==> src/rtl/i2c_mon_pkg.sv <==
package i2c_mon_pkg;
  typedef enum logic [2:0] {
    ST_IDLE, ST_ADDR, ST_ADDR_ACK, ST_CMD, ST_CMD_ACK, ST_TX, ST_TX_ACK, ST_SKIP
  } bus_state_t;

  localparam int B_VCONT = 0;
  localparam int B_VONE  = 1;
  localparam int B_ICONT = 2;
  localparam int B_IONE  = 3;
  localparam int B_RANGE = 4;
  localparam int B_STAT  = 6;
  localparam int B_EXT   = 7;

  localparam logic CHAN_V = 1'b0;
  localparam logic CHAN_I = 1'b1;
endpackage

==> src/rtl/mon_line_filter.sv <==
module mon_line_filter #(
  parameter int SYNC_STAGES = 2,
  parameter int FILT_CYCLES = 3
) (
  input  logic clk,
  input  logic rst,
  input  logic din,
  output logic dout
);
  localparam int CW = $clog2(FILT_CYCLES + 1);

  logic [SYNC_STAGES-1:0] sync_q;
  logic [CW-1:0]          cnt_q;
  logic                   synced;

  assign synced = sync_q[SYNC_STAGES-1];

  always_ff @(posedge clk) begin
    if (rst) begin
      sync_q <= '1;
      cnt_q  <= '0;
      dout   <= 1'b1;
    end else begin
      sync_q <= {sync_q[SYNC_STAGES-2:0], din};
      if (synced == dout) begin
        cnt_q <= '0;
      end else if (cnt_q == CW'(FILT_CYCLES - 1)) begin
        dout  <= synced;
        cnt_q <= '0;
      end else begin
        cnt_q <= cnt_q + 1'b1;
      end
    end
  end
endmodule

==> src/rtl/mon_i2c_engine.sv <==
module mon_i2c_engine
  import i2c_mon_pkg::*;
#(
  parameter logic [6:0] DEV_ADDR = 7'h4A
) (
  input  logic        clk,
  input  logic        rst,
  input  logic        scl,
  input  logic        sda,
  input  logic        rd_ok,
  input  logic [15:0] rd_word,
  input  logic        rd_two,
  output logic        sda_low,
  output logic        cmd_wr,
  output logic [7:0]  cmd_byte
);
  bus_state_t  state_q;
  logic        scl_d, sda_d;
  logic [3:0]  cnt_q;
  logic [7:0]  sh_q, tx_q;
  logic [15:0] word_q;
  logic        two_q, rw_q, second_q, more_q;
  logic        scl_rise, scl_fall, start_det, stop_det;

  assign scl_rise  = scl & ~scl_d;
  assign scl_fall  = ~scl & scl_d;
  assign start_det = scl & scl_d & sda_d & ~sda;
  assign stop_det  = scl & scl_d & ~sda_d & sda;

  always_ff @(posedge clk) begin
    if (rst) begin
      state_q  <= ST_IDLE;
      scl_d    <= 1'b1;
      sda_d    <= 1'b1;
      cnt_q    <= '0;
      sh_q     <= '0;
      tx_q     <= '0;
      word_q   <= '0;
      two_q    <= 1'b0;
      rw_q     <= 1'b0;
      second_q <= 1'b0;
      more_q   <= 1'b0;
      sda_low  <= 1'b0;
      cmd_wr   <= 1'b0;
      cmd_byte <= '0;
    end else begin
      scl_d  <= scl;
      sda_d  <= sda;
      cmd_wr <= 1'b0;
      if (stop_det) begin
        state_q <= ST_IDLE;
        sda_low <= 1'b0;
      end else if (start_det) begin
        state_q <= ST_ADDR;
        cnt_q   <= '0;
        sda_low <= 1'b0;
      end else begin
        case (state_q)
          ST_ADDR: begin
            if (scl_rise) begin
              sh_q  <= {sh_q[6:0], sda};
              cnt_q <= cnt_q + 1'b1;
            end else if (scl_fall && cnt_q == 4'd8) begin
              if (sh_q[7:1] == DEV_ADDR && (!sh_q[0] || rd_ok)) begin
                sda_low <= 1'b1;
                rw_q    <= sh_q[0];
                word_q  <= rd_word;
                two_q   <= rd_two;
                state_q <= ST_ADDR_ACK;
              end else begin
                state_q <= ST_SKIP;
              end
            end
          end
          ST_ADDR_ACK: begin
            if (scl_fall) begin
              cnt_q <= '0;
              if (rw_q) begin
                tx_q     <= word_q[15:8];
                sda_low  <= ~word_q[15];
                second_q <= 1'b0;
                state_q  <= ST_TX;
              end else begin
                sda_low <= 1'b0;
                state_q <= ST_CMD;
              end
            end
          end
          ST_CMD: begin
            if (scl_rise) begin
              sh_q  <= {sh_q[6:0], sda};
              cnt_q <= cnt_q + 1'b1;
            end else if (scl_fall && cnt_q == 4'd8) begin
              sda_low  <= 1'b1;
              cmd_wr   <= 1'b1;
              cmd_byte <= sh_q;
              state_q  <= ST_CMD_ACK;
            end
          end
          ST_CMD_ACK: begin
            if (scl_fall) begin
              sda_low <= 1'b0;
              state_q <= ST_SKIP;
            end
          end
          ST_TX: begin
            if (scl_rise) begin
              cnt_q <= cnt_q + 1'b1;
            end else if (scl_fall) begin
              if (cnt_q == 4'd8) begin
                sda_low <= 1'b0;
                state_q <= ST_TX_ACK;
              end else begin
                tx_q    <= {tx_q[6:0], 1'b0};
                sda_low <= ~tx_q[6];
              end
            end
          end
          ST_TX_ACK: begin
            if (scl_rise) begin
              more_q <= ~sda;
            end else if (scl_fall) begin
              if (more_q && two_q && !second_q) begin
                second_q <= 1'b1;
                tx_q     <= word_q[7:0];
                sda_low  <= ~word_q[7];
                cnt_q    <= '0;
                state_q  <= ST_TX;
              end else begin
                state_q <= ST_SKIP;
              end
            end
          end
          default: ;
        endcase
      end
    end
  end


  stop_release_chk: assert property (@(posedge clk) disable iff (rst)
    stop_det |=> (!sda_low && state_q == ST_IDLE));


  nack_pending_chk: assert property (@(posedge clk) disable iff (rst)
    (state_q == ST_ADDR && scl_fall && cnt_q == 4'd8 && sh_q[0] && !rd_ok)
      |=> !sda_low);
endmodule

==> src/rtl/mon_conv_sched.sv <==
module mon_conv_sched
  import i2c_mon_pkg::*;
#(
  parameter int DATA_W = 12
) (
  input  logic              clk,
  input  logic              rst,
  input  logic              cmd_wr,
  input  logic [7:0]        cmd_byte,
  input  logic              conv_done,
  input  logic [DATA_W-1:0] conv_data,
  output logic [6:0]        ctrl_q,
  output logic              ext_write,
  output logic              conv_req,
  output logic              conv_chan,
  output logic              rd_ok,
  output logic [DATA_W-1:0] result
);
  logic              busy_q, once_q, valid_q, alt_q;
  logic [DATA_W-1:0] res_q;
  logic              pick_valid, pick_once, pick_chan, finish;

  assign finish = busy_q & conv_done;
  assign rd_ok  = ~(ctrl_q[B_VONE] | ctrl_q[B_IONE]);
  assign result = valid_q ? res_q : '0;

  always_comb begin
    pick_valid = 1'b1;
    pick_once  = 1'b0;
    pick_chan  = CHAN_V;
    if (ctrl_q[B_VONE]) begin
      pick_once = 1'b1;
    end else if (ctrl_q[B_IONE]) begin
      pick_once = 1'b1;
      pick_chan = CHAN_I;
    end else if (ctrl_q[B_VCONT] && ctrl_q[B_ICONT]) begin
      pick_chan = alt_q;
    end else if (ctrl_q[B_ICONT]) begin
      pick_chan = CHAN_I;
    end else if (!ctrl_q[B_VCONT]) begin
      pick_valid = 1'b0;
    end
  end

  always_ff @(posedge clk) begin
    if (rst) begin
      ctrl_q    <= '0;
      ext_write <= 1'b0;
      conv_req  <= 1'b0;
      conv_chan <= CHAN_V;
      busy_q    <= 1'b0;
      once_q    <= 1'b0;
      valid_q   <= 1'b0;
      alt_q     <= CHAN_V;
      res_q     <= '0;
    end else begin
      conv_req  <= 1'b0;
      ext_write <= 1'b0;
      if (finish) begin
        busy_q  <= 1'b0;
        res_q   <= conv_data;
        valid_q <= 1'b1;
        if (once_q && !cmd_wr) begin
          ctrl_q[conv_chan ? B_IONE : B_VONE] <= 1'b0;
        end
      end
      if (cmd_wr) begin
        if (cmd_byte[B_EXT]) begin
          ext_write <= 1'b1;
        end else begin
          ctrl_q  <= cmd_byte[6:0];
          valid_q <= 1'b0;
          once_q  <= 1'b0;
        end
      end else if (!busy_q && pick_valid) begin
        conv_req  <= 1'b1;
        conv_chan <= pick_chan;
        busy_q    <= 1'b1;
        once_q    <= pick_once;
        if (!pick_once && ctrl_q[B_VCONT] && ctrl_q[B_ICONT]) begin
          alt_q <= ~pick_chan;
        end
      end
    end
  end


  conv_req_pulse_chk: assert property (@(posedge clk) disable iff (rst)
    conv_req |=> !conv_req);


  one_outstanding_chk: assert property (@(posedge clk) disable iff (rst)
    (busy_q && !conv_done) |=> !conv_req);


  ext_keeps_ctrl_chk: assert property (@(posedge clk) disable iff (rst)
    (cmd_wr && cmd_byte[B_EXT] && !finish) |=> $stable(ctrl_q));


  once_clear_chk: assert property (@(posedge clk) disable iff (rst)
    (finish && once_q && !cmd_wr) |=> !(conv_chan ? ctrl_q[B_IONE] : ctrl_q[B_VONE]));
endmodule

==> src/rtl/i2c_cmd_monitor.sv <==
module i2c_cmd_monitor
  import i2c_mon_pkg::*;
#(
  parameter logic [6:0] DEV_ADDR    = 7'h4A,
  parameter int         DATA_W      = 12,
  parameter int         SYNC_STAGES = 2,
  parameter int         FILT_CYCLES = 3
) (
  input  logic              clk,
  input  logic              rst,
  input  logic              scl_in,
  input  logic              sda_in,
  output logic              sda_drive_low,
  output logic              conv_req,
  output logic              conv_chan,
  input  logic              conv_done,
  input  logic [DATA_W-1:0] conv_data,
  input  logic [7:0]        status_in,
  output logic              range_sel,
  output logic              ext_write,
  output logic [6:0]        ctrl_q
);
  localparam int WORD_W = 16;
  localparam int PAD_W  = WORD_W - DATA_W;

  logic [1:0]        raw_lines, clean_lines;
  logic              rd_ok, cmd_wr;
  logic [7:0]        cmd_byte;
  logic [DATA_W-1:0] result;
  logic [WORD_W-1:0] rd_word;
  logic              rd_two;

  assign raw_lines = {scl_in, sda_in};

  for (genvar g = 0; g < 2; g++) begin : g_line
    mon_line_filter #(
      .SYNC_STAGES(SYNC_STAGES),
      .FILT_CYCLES(FILT_CYCLES)
    ) u_filt (
      .clk (clk),
      .rst (rst),
      .din (raw_lines[g]),
      .dout(clean_lines[g])
    );
  end

  assign rd_two  = ~ctrl_q[B_STAT];
  assign rd_word = ctrl_q[B_STAT] ? {status_in, 8'h00} : {{PAD_W{1'b0}}, result};

  mon_i2c_engine #(.DEV_ADDR(DEV_ADDR)) u_engine (
    .clk     (clk),
    .rst     (rst),
    .scl     (clean_lines[1]),
    .sda     (clean_lines[0]),
    .rd_ok   (rd_ok),
    .rd_word (rd_word),
    .rd_two  (rd_two),
    .sda_low (sda_drive_low),
    .cmd_wr  (cmd_wr),
    .cmd_byte(cmd_byte)
  );

  mon_conv_sched #(.DATA_W(DATA_W)) u_sched (
    .clk      (clk),
    .rst      (rst),
    .cmd_wr   (cmd_wr),
    .cmd_byte (cmd_byte),
    .conv_done(conv_done),
    .conv_data(conv_data),
    .ctrl_q   (ctrl_q),
    .ext_write(ext_write),
    .conv_req (conv_req),
    .conv_chan(conv_chan),
    .rd_ok    (rd_ok),
    .result   (result)
  );

  assign range_sel = ctrl_q[B_RANGE];
endmodule

==> config.mk <==
export PLATFORM = sky130hd
export DESIGN_NAME = i2c_cmd_monitor
export DESIGN_NICKNAME = d
export VERILOG_FILES = /design/src/rtl/i2c_mon_pkg.sv /design/src/rtl/mon_line_filter.sv /design/src/rtl/mon_i2c_engine.sv /design/src/rtl/mon_conv_sched.sv /design/src/rtl/i2c_cmd_monitor.sv
export SDC_FILE = /design/constraint.sdc
export NUM_CORES = 1
export LEC_CHECK = 0
export BUFFER_PORTS_ARGS = -buffer_cell sky130_fd_sc_hd__buf_4
export CAP_MARGIN = 20
export CORE_MARGIN = 3
export CORE_UTILIZATION = 50
export CTS_CLUSTER_DIAMETER = 80
export DETAILED_ROUTE_END_ITERATION = 16
export PLACE_DENSITY = 0.69
export SYNTH_ARGS = -nofsm -noshare
export SYNTH_HDL_FRONTEND = slang
export SYNTH_SLANG_ARGS = --single-unit
export TNS_END_PERCENT = 1
==> constraint.sdc <==
create_clock -name clk -period 2 [get_ports clk]
set_input_delay 0.4 -clock clk [delete_from_list [all_inputs] [get_ports clk]]
set_output_delay 0.4 -clock clk [all_outputs]
set_load 0.1 [all_outputs]
==> impl_metrics.env <==
export IMPL_drive_gt1_share_pct=17.2
export IMPL_grt_pass1_vias=3041
export IMPL_hold_viol_final=0
export IMPL_skew_ns=0.0124
export IMPL_start_util_pct=52.8
export IMPL_p_clk_share_pct=38.6
export IMPL_grt_setup_unrepaired="false"
export IMPL_synthAdderAreaFrac_pct=1.28
export IMPL_post_place_ws_ns=0.234
export IMPL_peakVddDrop_mv=0.509
export IMPL_postCtsSetupBuffers=0
export IMPL_synth_xor_area_share_pct=0.895
export IMPL_drc=0
export IMPL_syn_avg_cell_area_um2=8.36
export IMPL_synth_common_cells="nand2_1, dfxtp_1, a21oi_1, nor2_1, clkbuf_1"
export IMPL_wire_per_inst_um=13.5
export IMPL_cts_tree="done"
export IMPL_p_leak_nw=1.60
export IMPL_hold_path_class="in -> reg"
export IMPL_pin_count=37
export IMPL_antenna_left=0
export IMPL_synth_largest_area_cell="dfxtp_1"
export IMPL_fin_crit_ns=1.80
export IMPL_die_y_um=94.5
export IMPL_core_um2=7410
export IMPL_combPwrFrac_pct=2.5
export IMPL_clock_path_buffers=2
export IMPL_dp_hpwl_um=5730
export IMPL_yosys_area_top_type_share_pct=46.1
export IMPL_synth_cell_type_count=61
export IMPL_cts_hold_buf=0
export IMPL_yosysMostFrequentCell="nand2_1"
export IMPL_syn_nets=497
export IMPL_whs_path_depth=2
export IMPL_path_max_fanout=18
export IMPL_async_reset_ff_share_pct=0
export IMPL_grt_first_pass_wirelength_um=14000
export IMPL_maxSlewViolCount=0
export IMPL_setup_violations_final=0
export IMPL_track_usage_pct=19.7
export IMPL_yosys_area_share_simple_pct=25.6
export IMPL_syn_inst=468
export IMPL_wl_um=8180
export IMPL_cts_resized=0
export IMPL_diodes=0
export IMPL_grt_max_degree=53
export IMPL_critical_path_class="reg -> reg"
export IMPL_dr_pass1_iters=5
export IMPL_via_per_inst=5.47
export IMPL_synth_area_leaders="dfxtp_1, nand2_1, a21oi_1"
export IMPL_yosys_mux_area_fraction_pct=2.81
export IMPL_overflow=0
export IMPL_finalCritPeriodShare_pct=90.1
export IMPL_area_delta_synth_final_pct=13.6
export IMPL_intPower_mw=2.34
export IMPL_synth_compound_area_share_pct=18.4
export IMPL_r2r_cells=8
export IMPL_p_sw_mw=0.720
export IMPL_synth_top_flop_cell="dfxtp_1"
export IMPL_status="completed"
export IMPL_worstMarginPinSlew_ns=0.696
export IMPL_detail_route_iter0_violations=191
export IMPL_synth_area_um2=3910
export IMPL_rows=31
export IMPL_slew_headroom_pct=53.6
export IMPL_setup_tns_ns=0
export IMPL_endpoint_kind="register"
export IMPL_gp_congestion=0.850
export IMPL_die_x_um=94.5
export IMPL_power_density_nw_per_um2=688
export IMPL_cap_violations=0
export IMPL_cts_buffers_inserted=9
export IMPL_clock_sinks=90
export IMPL_crit_arrival_ns=2.03
export IMPL_h_tree_depth=3
export IMPL_max_freq_mhz=555
export IMPL_path_clk_slew_ns=0.09
export IMPL_synth_top_family_by_area="simple AND/OR/NAND/NOR gates"
export IMPL_via_count=3302
export IMPL_synth_edff_count=0
export IMPL_power_frac_seq_pct=58.8
export IMPL_cts_root_buffer="clkbuf_8"
export IMPL_ys_seq_area_share_pct=46.1
export IMPL_fin_ws_ns=0.199
export IMPL_crit_path_start_kind="register"
export IMPL_port_buffer_count=36
export IMPL_antenna_found_initial=0
export IMPL_die_area_um2=8920
export IMPL_nNetsFinal=529
export IMPL_clock_latency_ns=0.36
export IMPL_yosys_warnings=0
export IMPL_p_sw_share_pct=23.5
export IMPL_cp_required_ns=2.23
export IMPL_ys_seq_elements=90
## cell type report
class                           count  area (um^2)
Fill cell                         688         2960
Timing Repair Buffer               52          390
Clock buffer                       10          138
Tap cell                           99          124
Inverter                            7         26.3
Multi-Input combinational cell    340         1910
Clock inverter                      6         48.8
Sequential cell                    90         1800
## power groups by stage
stage | logic, mW | clock network, mW | registers (mW)
2_1_floorplan | 0.0347 | 0 | 1.84
3_3_place_gp | 0.0769 | 0 | 1.84
3_5_place_dp | 0.0772 | 0 | 1.84
4_1_cts | 0.0774 | 1.21 | 1.80
5_1_grt | 0.0854 | 1.29 | 1.80
6_report | 0.0776 | 1.18 | 1.80
## critical path, stage by stage (launching register included)
cell and delay, ns:
dfxtp_1 0.37, inv_1 0.08, ha_1 0.15, and3b_1 0.22
nand3_2 0.14, or3_1 0.36, buf_4 0.21, nand2_1 0.09
a21oi_1 0.06
## routing by layer
| metal | share of wire [%] | vias up | wire length [um] | GRT usage [%] |
|---|---|---|---|---|
| met2 | 45 | 73 | 3670 | 31.5 |
| met3 | 4.1 | 12 | 339 | 3.59 |
| met5 | 0 | - | 0 | 0 |
| li1 | - | 1688 | - | - |
| met1 | 49 | 1529 | 4050 | 26.7 |
| met4 | 1.6 | 0 | 129 | 6.61 |
## path summary, 6_finish.rpt
kind | start | end | slack [ns]
setup / recovery | u_engine.cnt_q[0]$_SDFFE_PP0P_ | u_engine.word_q[2]$_SDFFE_PP0P_ | 0.20
setup reg to reg | u_engine.cnt_q[0]$_SDFFE_PP0P_ | u_engine.word_q[2]$_SDFFE_PP0P_ | 0.20
hold reg to reg | g_line[1].u_filt.sync_q[0]$_SDFF_PP1_ | g_line[1].u_filt.sync_q[1]$_SDFF_PP1_ | 0.41
hold / removal | sda_in | g_line[0].u_filt.sync_q[0]$_SDFF_PP1_ | 0.23
## sequential cells by signal, summed over array words and instances, names as in the netlist, 2 cells and up
signal,count
g_line.u_filt.dout,2
u_engine.sh_q,8
u_engine.tx_q,7
u_engine.cnt_q,4
u_engine.state_q,3
u_sched.res_q,12
g_line.u_filt.cnt_q,4
u_engine.word_q,16
u_engine.cmd_byte,8
u_sched.ctrl_q,7
g_line.u_filt.sync_q,4
## through the flow
stage	util [%]	instance area [um^2]	power (mW)	std cells	hold slack, ns
global route	60.0	4450	3.17	604	0.205
detailed placement	57.5	4260	1.92	588	0.394
global placement	57.5	4260	1.92	588	0.395
floorplan	-	3920	1.87	468	0.389
finish	60.0	4450	3.06	604	0.225
CTS	60.0	4450	3.08	604	0.208
## placed cells by master, fill, tap and decap left out, types with 7 or more instances in the layout
cell type and n:
clkbuf_8 10, nand2_1 96, a21oi_1 62, dfxtp_1 88, or2_2 7, a211o_1 8, nand2b_1 11, nor2_1 27
buf_4 52, o22ai_1 13, nand3_1 18, nor2b_1 10, mux2i_1 11, o21ai_0 10
## cells by family (layout without fill, tap and decap cells)
family          after synthesis  after routing
mux                          11             11
compound gates              118            118
buf+inv                      38             75
simple gates                203            203
flops                        90             90
fa+ha+maj                     4              4
xor+xnor                      4              4
(Power assumes the default switching activity.)
